`config.mk`:
```
export PLATFORM = sky130hd
export DESIGN_NAME = vram_rect_xfer
export DESIGN_NICKNAME = d
export VERILOG_FILES = /design/src/rtl/vrx_pkg.sv /design/src/rtl/vrx_rect_decode.sv /design/src/rtl/vrx_pixel_step.sv /design/src/rtl/vram_rect_xfer.sv
export SDC_FILE = /design/constraint.sdc
export NUM_CORES = 1
export LEC_CHECK = 0
export BUFFER_PORTS_ARGS = -buffer_cell sky130_fd_sc_hd__clkbuf_2
export CORE_ASPECT_RATIO = 0.7
export CORE_MARGIN = 1
export CORE_UTILIZATION = 35
export DETAILED_ROUTE_END_ITERATION = 7
export HOLD_SLACK_MARGIN = 0.08
export SLEW_MARGIN = 20
export SYNTH_ARGS = -nofsm -noshare
export SYNTH_HDL_FRONTEND = slang
export SYNTH_SLANG_ARGS = --single-unit
export TNS_END_PERCENT = 30
```
`constraint.sdc`:
```
create_clock -name clk -period 5.44 [get_ports clk]
set_clock_uncertainty 0.2 [all_clocks]
set_input_delay 1.088 -clock clk [delete_from_list [all_inputs] [get_ports clk]]
set_output_delay 1.088 -clock clk [all_outputs]
set_load 0.005 [all_outputs]
```
`src/rtl/vrx_pkg.sv`:
```
package vrx_pkg;
  localparam int PIX_W = 16;
  localparam int LANES = 2;

  typedef enum logic {
    DIR_WRITE = 1'b0,
    DIR_READ  = 1'b1
  } dir_e;
endpackage

```
`src/rtl/vrx_rect_decode.sv`:
```
module vrx_rect_decode #(
  parameter int CB = 10,
  parameter int RB = 9
) (
  input  logic [31:0]   pos_i,
  input  logic [31:0]   size_i,
  output logic [CB-1:0] x0_o,
  output logic [RB-1:0] y0_o,
  output logic [CB:0]   w_o,
  output logic [RB:0]   h_o
);
  logic [CB-1:0] wf;
  logic [RB-1:0] hf;
  logic          unused_bits;

  assign x0_o = pos_i[CB-1:0];
  assign y0_o = pos_i[16 +: RB];
  assign wf   = size_i[CB-1:0];
  assign hf   = size_i[16 +: RB];
  // zero field selects the full span
  assign w_o  = (wf == '0) ? {1'b1, {CB{1'b0}}} : {1'b0, wf};
  assign h_o  = (hf == '0) ? {1'b1, {RB{1'b0}}} : {1'b0, hf};
  assign unused_bits = ^{pos_i[31:16+RB], pos_i[15:CB], size_i[31:16+RB], size_i[15:CB]};
endmodule

```
`src/rtl/vrx_pixel_step.sv`:
```
module vrx_pixel_step #(
  parameter int CB = 10,
  parameter int RB = 9
) (
  input  logic [CB-1:0]    x0_i,
  input  logic [CB:0]      w_i,
  input  logic [CB-1:0]    off_i,
  input  logic [RB-1:0]    row_i,
  input  logic [RB:0]      left_i,
  output logic             act_o,
  output logic [CB+RB-1:0] addr_o,
  output logic [CB-1:0]    off_o,
  output logic [RB-1:0]    row_o,
  output logic [RB:0]      left_o
);
  logic [CB:0]   inc;
  logic [CB-1:0] col;

  always_comb begin
    inc    = {1'b0, off_i} + (CB+1)'(1);
    col    = x0_i + off_i;
    act_o  = (left_i != '0);
    addr_o = {row_i, col};
    off_o  = off_i;
    row_o  = row_i;
    left_o = left_i;
    if (act_o) begin
      if (inc == w_i) begin
        off_o  = '0;
        row_o  = row_i + RB'(1);
        left_o = left_i - (RB+1)'(1);
      end else begin
        off_o  = inc[CB-1:0];
      end
    end
  end
endmodule

```
`src/rtl/vram_rect_xfer.sv`:
```
module vram_rect_xfer
  import vrx_pkg::*;
#(
  parameter int CB = 10,
  parameter int RB = 9,
  localparam int AW = CB + RB,
  localparam int DW = LANES * PIX_W
) (
  input  logic                clk,
  input  logic                rst_n,
  input  logic                start_i,
  input  logic                start_rd_i,
  input  logic [31:0]         pos_i,
  input  logic [31:0]         size_i,
  input  logic                wr_valid_i,
  input  logic [DW-1:0]       wr_data_i,
  input  logic                rd_req_i,
  output logic                rd_valid_o,
  output logic [DW-1:0]       rd_data_o,
  output logic                busy_o,
  output logic                img_ready_o,
  output logic                done_o,
  output logic [CB-1:0]       done_x_o,
  output logic [RB-1:0]       done_y_o,
  output logic [CB:0]         done_w_o,
  output logic [RB:0]         done_h_o,
  output logic [LANES-1:0]    mem_en_o,
  output logic                mem_we_o,
  output logic [LANES*AW-1:0] mem_addr_o,
  output logic [DW-1:0]       mem_wdata_o,
  input  logic [DW-1:0]       mem_rdata_i
);
  // reset: asynchronous assertion, synchronous release
  logic [1:0] rsync_q;
  logic       rst_q_n;
  always_ff @(posedge clk or negedge rst_n) begin
    if (!rst_n) rsync_q <= '0;
    else        rsync_q <= {rsync_q[0], 1'b1};
  end
  assign rst_q_n = rsync_q[1];

  // decoded start fields
  logic [CB-1:0] dx0;
  logic [RB-1:0] dy0;
  logic [CB:0]   dw;
  logic [RB:0]   dh;
  vrx_rect_decode #(.CB(CB), .RB(RB)) u_dec (
    .pos_i(pos_i), .size_i(size_i), .x0_o(dx0), .y0_o(dy0), .w_o(dw), .h_o(dh)
  );

  // state
  logic          busy_q, busy_d, img_q, img_d, done_q, done_d;
  logic          rvld_q, rvld_d, rhi_q, rhi_d;
  dir_e          dir_q, dir_d;
  logic [CB-1:0] x0_q, x0_d, off_q, off_d;
  logic [RB-1:0] y0_q, y0_d, row_q, row_d;
  logic [CB:0]   w_q, w_d;
  logic [RB:0]   h_q, h_d, left_q, left_d;

  logic          fire;
  logic [CB-1:0] off_c  [LANES+1];
  logic [RB-1:0] row_c  [LANES+1];
  logic [RB:0]   left_c [LANES+1];
  logic [LANES-1:0] act_c;

  assign fire = busy_q && !start_i && ((dir_q == DIR_READ) ? rd_req_i : wr_valid_i);

  assign off_c[0]  = off_q;
  assign row_c[0]  = row_q;
  assign left_c[0] = left_q;

  for (genvar k = 0; k < LANES; k++) begin : g_lane
    vrx_pixel_step #(.CB(CB), .RB(RB)) u_step (
      .x0_i(x0_q), .w_i(w_q),
      .off_i(off_c[k]), .row_i(row_c[k]), .left_i(left_c[k]),
      .act_o(act_c[k]), .addr_o(mem_addr_o[k*AW +: AW]),
      .off_o(off_c[k+1]), .row_o(row_c[k+1]), .left_o(left_c[k+1])
    );
    assign mem_en_o[k] = fire && act_c[k];
  end

  assign mem_we_o    = fire && (dir_q == DIR_WRITE);
  assign mem_wdata_o = wr_data_i;

  // next state
  always_comb begin
    busy_d = busy_q; img_d = img_q; dir_d = dir_q;
    x0_d = x0_q; y0_d = y0_q; w_d = w_q; h_d = h_q;
    off_d = off_q; row_d = row_q; left_d = left_q;
    done_d = 1'b0;
    rvld_d = fire && (dir_q == DIR_READ);
    rhi_d  = mem_en_o[1] && (dir_q == DIR_READ);
    if (start_i) begin
      busy_d = 1'b1;
      dir_d  = start_rd_i ? DIR_READ : DIR_WRITE;
      img_d  = start_rd_i;
      x0_d = dx0; y0_d = dy0; w_d = dw; h_d = dh;
      off_d = '0; row_d = dy0; left_d = dh;
    end else if (fire) begin
      off_d  = off_c[LANES];
      row_d  = row_c[LANES];
      left_d = left_c[LANES];
      if (left_c[LANES] == '0) begin
        busy_d = 1'b0;
        img_d  = 1'b0;
        done_d = (dir_q == DIR_WRITE);
      end
    end
  end

  // registers
  always_ff @(posedge clk or negedge rst_q_n) begin
    if (!rst_q_n) begin
      busy_q <= 1'b0; img_q <= 1'b0; done_q <= 1'b0; dir_q <= DIR_WRITE;
      rvld_q <= 1'b0; rhi_q <= 1'b0;
      x0_q <= '0; y0_q <= '0; w_q <= '0; h_q <= '0;
      off_q <= '0; row_q <= '0; left_q <= '0;
    end else begin
      busy_q <= busy_d; img_q <= img_d; done_q <= done_d; dir_q <= dir_d;
      rvld_q <= rvld_d; rhi_q <= rhi_d;
      if (start_i) begin
        x0_q <= x0_d; y0_q <= y0_d; w_q <= w_d; h_q <= h_d;
      end
      if (start_i || fire) begin
        off_q <= off_d; row_q <= row_d; left_q <= left_d;
      end
    end
  end

  assign busy_o      = busy_q;
  assign img_ready_o = img_q;
  assign done_o      = done_q;
  assign done_x_o    = x0_q;
  assign done_y_o    = y0_q;
  assign done_w_o    = w_q;
  assign done_h_o    = h_q;
  assign rd_valid_o  = rvld_q;
  assign rd_data_o   = rvld_q ? {(rhi_q ? mem_rdata_i[DW-1:PIX_W] : {PIX_W{1'b0}}),
                                 mem_rdata_i[PIX_W-1:0]} : '0;


  start_busy_chk: assert property (@(posedge clk) disable iff (!rst_q_n)
    start_i |=> busy_o);

  done_src_chk: assert property (@(posedge clk) disable iff (!rst_q_n)
    done_o |-> (!busy_o && $past(mem_we_o)));

  rd_src_chk: assert property (@(posedge clk) disable iff (!rst_q_n)
    rd_valid_o |-> $past(mem_en_o[0] && !mem_we_o));

  lane_order_chk: assert property (@(posedge clk) disable iff (!rst_q_n)
    mem_en_o[1] |-> mem_en_o[0]);

  img_fall_chk: assert property (@(posedge clk) disable iff (!rst_q_n)
    $fell(img_ready_o) |-> $past(rd_req_i || start_i));

  cursor_in_row_chk: assert property (@(posedge clk) disable iff (!rst_q_n)
    busy_q |-> ({1'b0, off_q} < w_q));
endmodule

```
After elaboration in Yosys (flattened, before gate mapping)

Cells that the tools add are included.

Add/subtract/negate cells: 8
Equality and inequality tests: 2
Multiplexer cells: 31
Bitwise gates (word level): 1
Reduce and logical (&&, ||, !) cells: 18

Operators by type and width:

| operator                                                             | count |
|---|---|
| 10-bit 2-to-1 mux                                                    | 13 |
| 9-bit 2-to-1 mux                                                     | 6 |
| 32-bit 2-to-1 mux                                                    | 1 |
| 10-bit by 1-bit adder with 11-bit output, second input constant      | 2 |
| 11-bit == test                                                       | 2 |
| 10-bit adder                                                         | 2 |
| 10-bit zero test                                                     | 2 |
| 10-bit nonzero test                                                  | 2 |
| 10-bit by 1-bit subtractor with 10-bit output, second input constant | 2 |
| 9-bit by 1-bit adder with 9-bit output, second input constant        | 2 |
| 16-bit 2-to-1 mux                                                    | 1 |
| 11-bit 2-to-1 mux                                                    | 1 |
| 9-bit zero test                                                      | 1 |
| 1-bit 2-to-1 mux                                                     | 9 |
| 1-bit logical AND                                                    | 7 |
| 2-bit AND reduction                                                  | 2 |
| 2-bit nonzero test                                                   | 2 |
| 1-bit zero test                                                      | 1 |
| 1-bit logical OR                                                     | 1 |
| 1-bit NOT                                                            | 1 |

Register bits after elaboration: 77
Input bits: 134
Output and inout bits: 149
Logic and storage cells: 74

Depth between registers and ports, before layout

Depth after elaboration: 12
Mapped depth: 25
Mapped depth without buffers: 20

By module

A second synthesis with hierarchy kept.

Cells, all modules: 803
Area total of the unflattened synthesis: 6860.3 um^2

By module, submodules not included:

| module                             | instances | cells an instance | area each (um^2) |
|---|---|---|---|
| vram_rect_xfer                     | 1         | 338               | 3736.1 |
| vrx_pixel_step at g_lane[0].u_step | 1         | 211               | 1441.4 |
| vrx_pixel_step at g_lane[1].u_step | 1         | 210               | 1393.8 |
| vrx_rect_decode                    | 1         | 44                | 289.0 |

Least setup slack after synthesis

Ideal clock, no wire load.

Path type: flip-flop to output port
Start: register off_q[0]
End: output mem_en_o[1]
Data arrival time: 4.601 ns
Path slack: -0.449 ns
Cell stages (with the launch flop): 21
Buffers on the path: 7
Cell sequence: dfrtp_1 > buf_4 > and3_1 > buf_4 > xnor2_1 > a211oi_2 > a2bb2o_4 > buf_2 > nor3_4 > clkbuf_1 > clkbuf_1 > xnor2_1 > ha_1 > nor3b_1 > o41a_1 > a31oi_1 > nor2_1 > and3_1 > clkbuf_1 > clkbuf_1 > nor2_1

Longest elaborated chain between the ends: 6

RTL lines:

| element                                  | RTL line              | RTL |
|---|---|---|
| from (decl)                              | vram_rect_xfer.sv:55  | `logic [CB-1:0] x0_q, x0_d, off_q, off_d;` |
| from (signal assigned)                   | vram_rect_xfer.sv:117 | `off_q <= '0; row_q <= '0; left_q <= '0;` |
| from (signal assigned)                   | vram_rect_xfer.sv:125 | `off_q <= off_d; row_q <= row_d; left_q <= left_d;` |
| 10-bit by 1-bit adder with 11-bit output | vrx_pixel_step.sv:20  | `inc = {1'b0, off_i} + (CB+1)'(1);` |
| 11-bit == test                           | vrx_pixel_step.sv:28  | `if (inc == w_i) begin` |
| 10-bit 2-to-1 mux                        | vrx_pixel_step.sv:28  |  |
| 10-bit 2-to-1 mux                        | vrx_pixel_step.sv:27  | `if (act_o) begin` |
| 10-bit nonzero test                      | vrx_pixel_step.sv:22  | `act_o = (left_i != '0);` |
| 1-bit logical AND                        | vram_rect_xfer.sv:79  | `assign mem_en_o[k] = fire && act_c[k];` |
| to (decl)                                | vram_rect_xfer.sv:27  | `output logic [LANES-1:0] mem_en_o,` |

No other way between the ends.

Worst setup path in the final report

Start: register off_q[0]
End: output mem_addr_o[28]

Longest elaborated chain between the ends: 5

RTL lines:

| element                                  | RTL line             | RTL |
|---|---|---|
| 10-bit by 1-bit adder with 11-bit output | vrx_pixel_step.sv:20 |  |
| 11-bit == test                           | vrx_pixel_step.sv:28 |  |
| 10-bit 2-to-1 mux                        | vrx_pixel_step.sv:28 |  |
| 10-bit 2-to-1 mux (*)                    | vrx_pixel_step.sv:27 |  |
| 10-bit adder (*)                         | vrx_pixel_step.sv:21 | `col = x0_i + off_i;` |
| to (decl)                                | vram_rect_xfer.sv:29 | `output logic [LANES*AW-1:0] mem_addr_o,` |

Every way passes the cells marked *; elsewhere a longest branch is shown, timed or not.

==> run summary <==
Clock tree
- H-tree lvl count: 3
- CTS clock-pin slew for the worst setup and hold paths: 0.07 ns
- master cell of the clock root buffer: clkbuf_16
- CTS sink cnt: 77
- TritonCTS clock tree: done
- clock latency reported for the late side of the worst-skew pair: 0.35 ns
- clock buffer count from CTS: 9
- number of buffers on the longest clock path: 2

Critical path
- category of the critical setup timing path: register to primary output
- Worst setup EP type: primary output
- required time at the endpoint of the critical path: 4.15 ns
- largest driver fanout on the critical path: 8
- type of origin of the critical path: register
- data arrival time of the critical path: 4.12 ns

Die
- Initial Utilization: 0.362
- overall die area: 0.0203 mm^2
- core region area: 0.0191 mm^2
- row cnt: 42
- horizontal extent of the die: 170 um
- DIE HEIGHT: 119 um
- I/O pin count: 283

Routing
- DRC: 0
- router iterations before antenna repair: 5
- count of nets left with antenna violations after detail routing: 0
- average routed wire per standard cell: 17.8 um
- overall via count from detail_route: 7142
- number of DRC markers in iteration 0: 518
- final WL: 23600 um
- Via density: 5.37

Synthesis
- portion of the post-synthesis area used by sequential elements: 0.279
- cell types with the largest area share after synthesis: dfrtp_1, xnor2_1, mux2_2
- dominant combinational cell family by area after synthesis: simple AND/OR/NAND/NOR gates
- fraction of synthesized area in multiplexers: 0.0676
- compound-gate portion of the synthesized area: 0.200
- post-synthesis sequential element count: 77
- post-synthesis instance total: 828
- asr flop ratio synth: 1.00
- netlist area before placement: 0.00690 mm^2
- number of distinct library cells after synthesis: 78
- Synth Area in Adders: 0.0461
- Net Count, Synth: 986
- xor and xnor area share after synthesis: 0.0863
- biggest area consumer among synthesized cells: dfrtp_1
- simple-gate share of the synthesized area: 0.236
- proportion of netlist area held by the largest area contributor: 0.279
- count of warnings emitted by yosys: 0
- number of enable-type register cells in the synthesized netlist: 0
- Synth Flop Type: dfrtp_1
- mean post-synth cell area: 8.33 um^2

Cells and area
- summed area of non-filler cells in the final layout: 0.00917 mm^2
- fraction of final layout cells with drive strength greater than 1: 0.391
- Net count, final: 1218
- most common cell after layout, fill and taps aside: clkbuf_2
- commonest cells after routing, fill and taps aside: clkbuf_2, buf_4, dfrtp_1
- ANT cells: 0
- layout overhead on the synthesized area: 32.9%

Power and ir drop
- clock network power share: 0.322
- part of the power in registers: 0.356
- proportion of total power due to net switching: 0.342
- Combinational Power Share: 0.322
- internal power contribution: 0.00129 W
- NetSw: 0.000670 W
- total power after layout: 0.00196 W
- power per cell area: 214 mW/mm^2
- worst supply voltage drop on vdd: 0.000132 V
- static leakage power: 4.18 nW

GRT
- number of antenna violations at the first check in global routing: 0
- maximum number of pins on one net before global-route repair: 61
- overall fraction of global-route tracks in use: 0.234
- number of global-route vias before repair: 6561
- global-route congestion overflow total: 0
- first-pass GRT wire length: 36900 um

Place
- GP Congestion: 0.933
- Placed Area: 0.00843 mm^2
- count of buffers from port buffering: 192
- final HPWL from detailed placement: 18100 um

Hold path
- path type of the worst min-delay path: register to asynchronous set/reset pin

Status
- status: completed

Timing
- unrepaired setup endpoints after global routing: true
- Final setup violation count: 0
- Tcrit/Tclk final: 0.995
- final slew viol count: 0
- Rel. slew slack: 0.382
- final hold violation count: 0
- Worst Max-Slew Pin Slew: 0.919 ns
- Final min period: 5.41 ns
- top achievable clock speed: 185 MHz

Run
- # Max-Cap Violations: 0

[cells in the mapped netlist (all sizes together), types with 4 or more instances]
| cell type | n |
|---|---|
| dfrtp | 77 |
| o21ai | 58 |
| nor2 | 53 |
| xnor2 | 51 |
| buf | 48 |
| nand2 | 48 |
| a21oi | 45 |
| clkbuf | 37 |
| mux2 | 37 |
| nand3 | 35 |
| inv | 28 |
| and3 | 26 |
| and2 | 24 |
| ha | 23 |
| nor3 | 21 |
| xor2 | 17 |
| or3 | 15 |
| a22oi | 14 |
| nor4 | 11 |
| nand2b | 10 |
| nand4 | 10 |
| nand3b | 9 |
| o31ai | 9 |
| a211oi | 8 |
| a21o | 8 |
| a31oi | 7 |
| o21bai | 7 |
| o211ai | 6 |
| mux2i | 5 |
| nor2b | 5 |
| nor4b | 5 |
| a2111oi | 4 |
| o21a | 4 |
[registers in the layout, summed over array words and instances (netlist names)]
register / count
row_q: 9
done_o: 1
off_q: 10
rsync_q: 2
rhi_q: 1
done_h_o: 10
dir_q: 1
done_x_o: 10
busy_o: 1
done_y_o: 9
img_ready_o: 1
left_q: 10
rd_valid_o: 1
done_w_o: 11
[worst max-delay path, cell delays in order (launching register included)]
cell	delay, ns
dfrtp_2	0.45
buf_6	0.16
buf_12	0.13
xnor2_1	0.11
nor2_1	0.15
nand4b_1	0.14
a311o_1	0.38
nor3_4	0.24
buf_6	0.16
a21oi_1	0.04
o21ai_1	0.15
o21ai_2	0.09
ha_1	0.29
and3_4	0.18
a21oi_2	0.11
o21ai_2	0.08
or4_1	0.39
a31oi_1	0.21
xnor2_1	0.14
buf_2	0.14
[cells by family after synthesis]
logic type | Yosys count
other | 1
buffers and inverters | 113
multiplexers | 42
AO/OA/AOI/OAI | 208
AND/OR/NAND/NOR | 294
adder cells (fa/ha/maj) | 25
flip-flops | 77
XOR/XNOR | 68
[power by group through the flow]
stage / combinational [W] / clock (W) / sequential (W)
floorplan: 0.000356 / 0 / 0.000690
global placement: 0.000585 / 0 / 0.000705
detailed placement: 0.000591 / 0 / 0.000706
CTS: 0.000606 / 0.000649 / 0.000697
global route: 0.000694 / 0.000673 / 0.000709
finish: 0.000631 / 0.000632 / 0.000698
[timing repair]
item	CTS	global route
pin swaps	9	21
hold buffers	0	0
setup buffers	13	10
setup endpoints to repair	7	37
resized for setup	23	46
[metal layers]
metal	GRT usage	up-vias	wire (um)
met3	0.0615	18	2170
met4	0.0383	0	177
li1	-	3462	-
met1	0.377	3386	12200
met2	0.304	276	9050
met5	0	-	0
[area by class of cell]
| cell class | instances | area (um^2) |
|---|---|---|
| Clock buffer | 10 | 229 |
| Sequential cell | 77 | 1930 |
| Multi-Input combinational cell | 638 | 4620 |
| Fill cell | 1899 | 9910 |
| Inverter | 28 | 105 |
| Clock inverter | 6 | 71.3 |
| Timing Repair Buffer | 306 | 1880 |
| Tap cell | 264 | 330 |
[final timing paths]
kind                                 start        endpoint  slack [ns]  depth (start not counted)
worst max-delay path              off_q[0]  mem_addr_o[28]        0.03                         19
worst min-delay path            rsync_q[1]     done_y_o[7]        0.11                          0
worst max register to register    off_q[0]       left_q[3]        0.11                         22
worst min register to register  rsync_q[1]     done_y_o[7]        0.11                          0
max in group asynchronous       rsync_q[1]     done_w_o[3]        3.97                          1
min in group clk                rsync_q[0]      rsync_q[1]        0.15                          0
[through the flow]
step	util	TNS (ns)	instances	hold slack, ns	setup slack (ns)
after floorplan	-	-0.00244	828	0.131	-0.00244
after global placement	0.442	0	1290	0.115	0.00356
after detailed placement	0.442	-0.0926	1290	0.118	-0.0484
after CTS	0.467	0	1319	0.123	0.0000941
after global routing	0.481	-2.17	1329	0.149	-0.214
final	0.481	0	1329	0.106	0.0298
(Power assumes the default switching activity.)
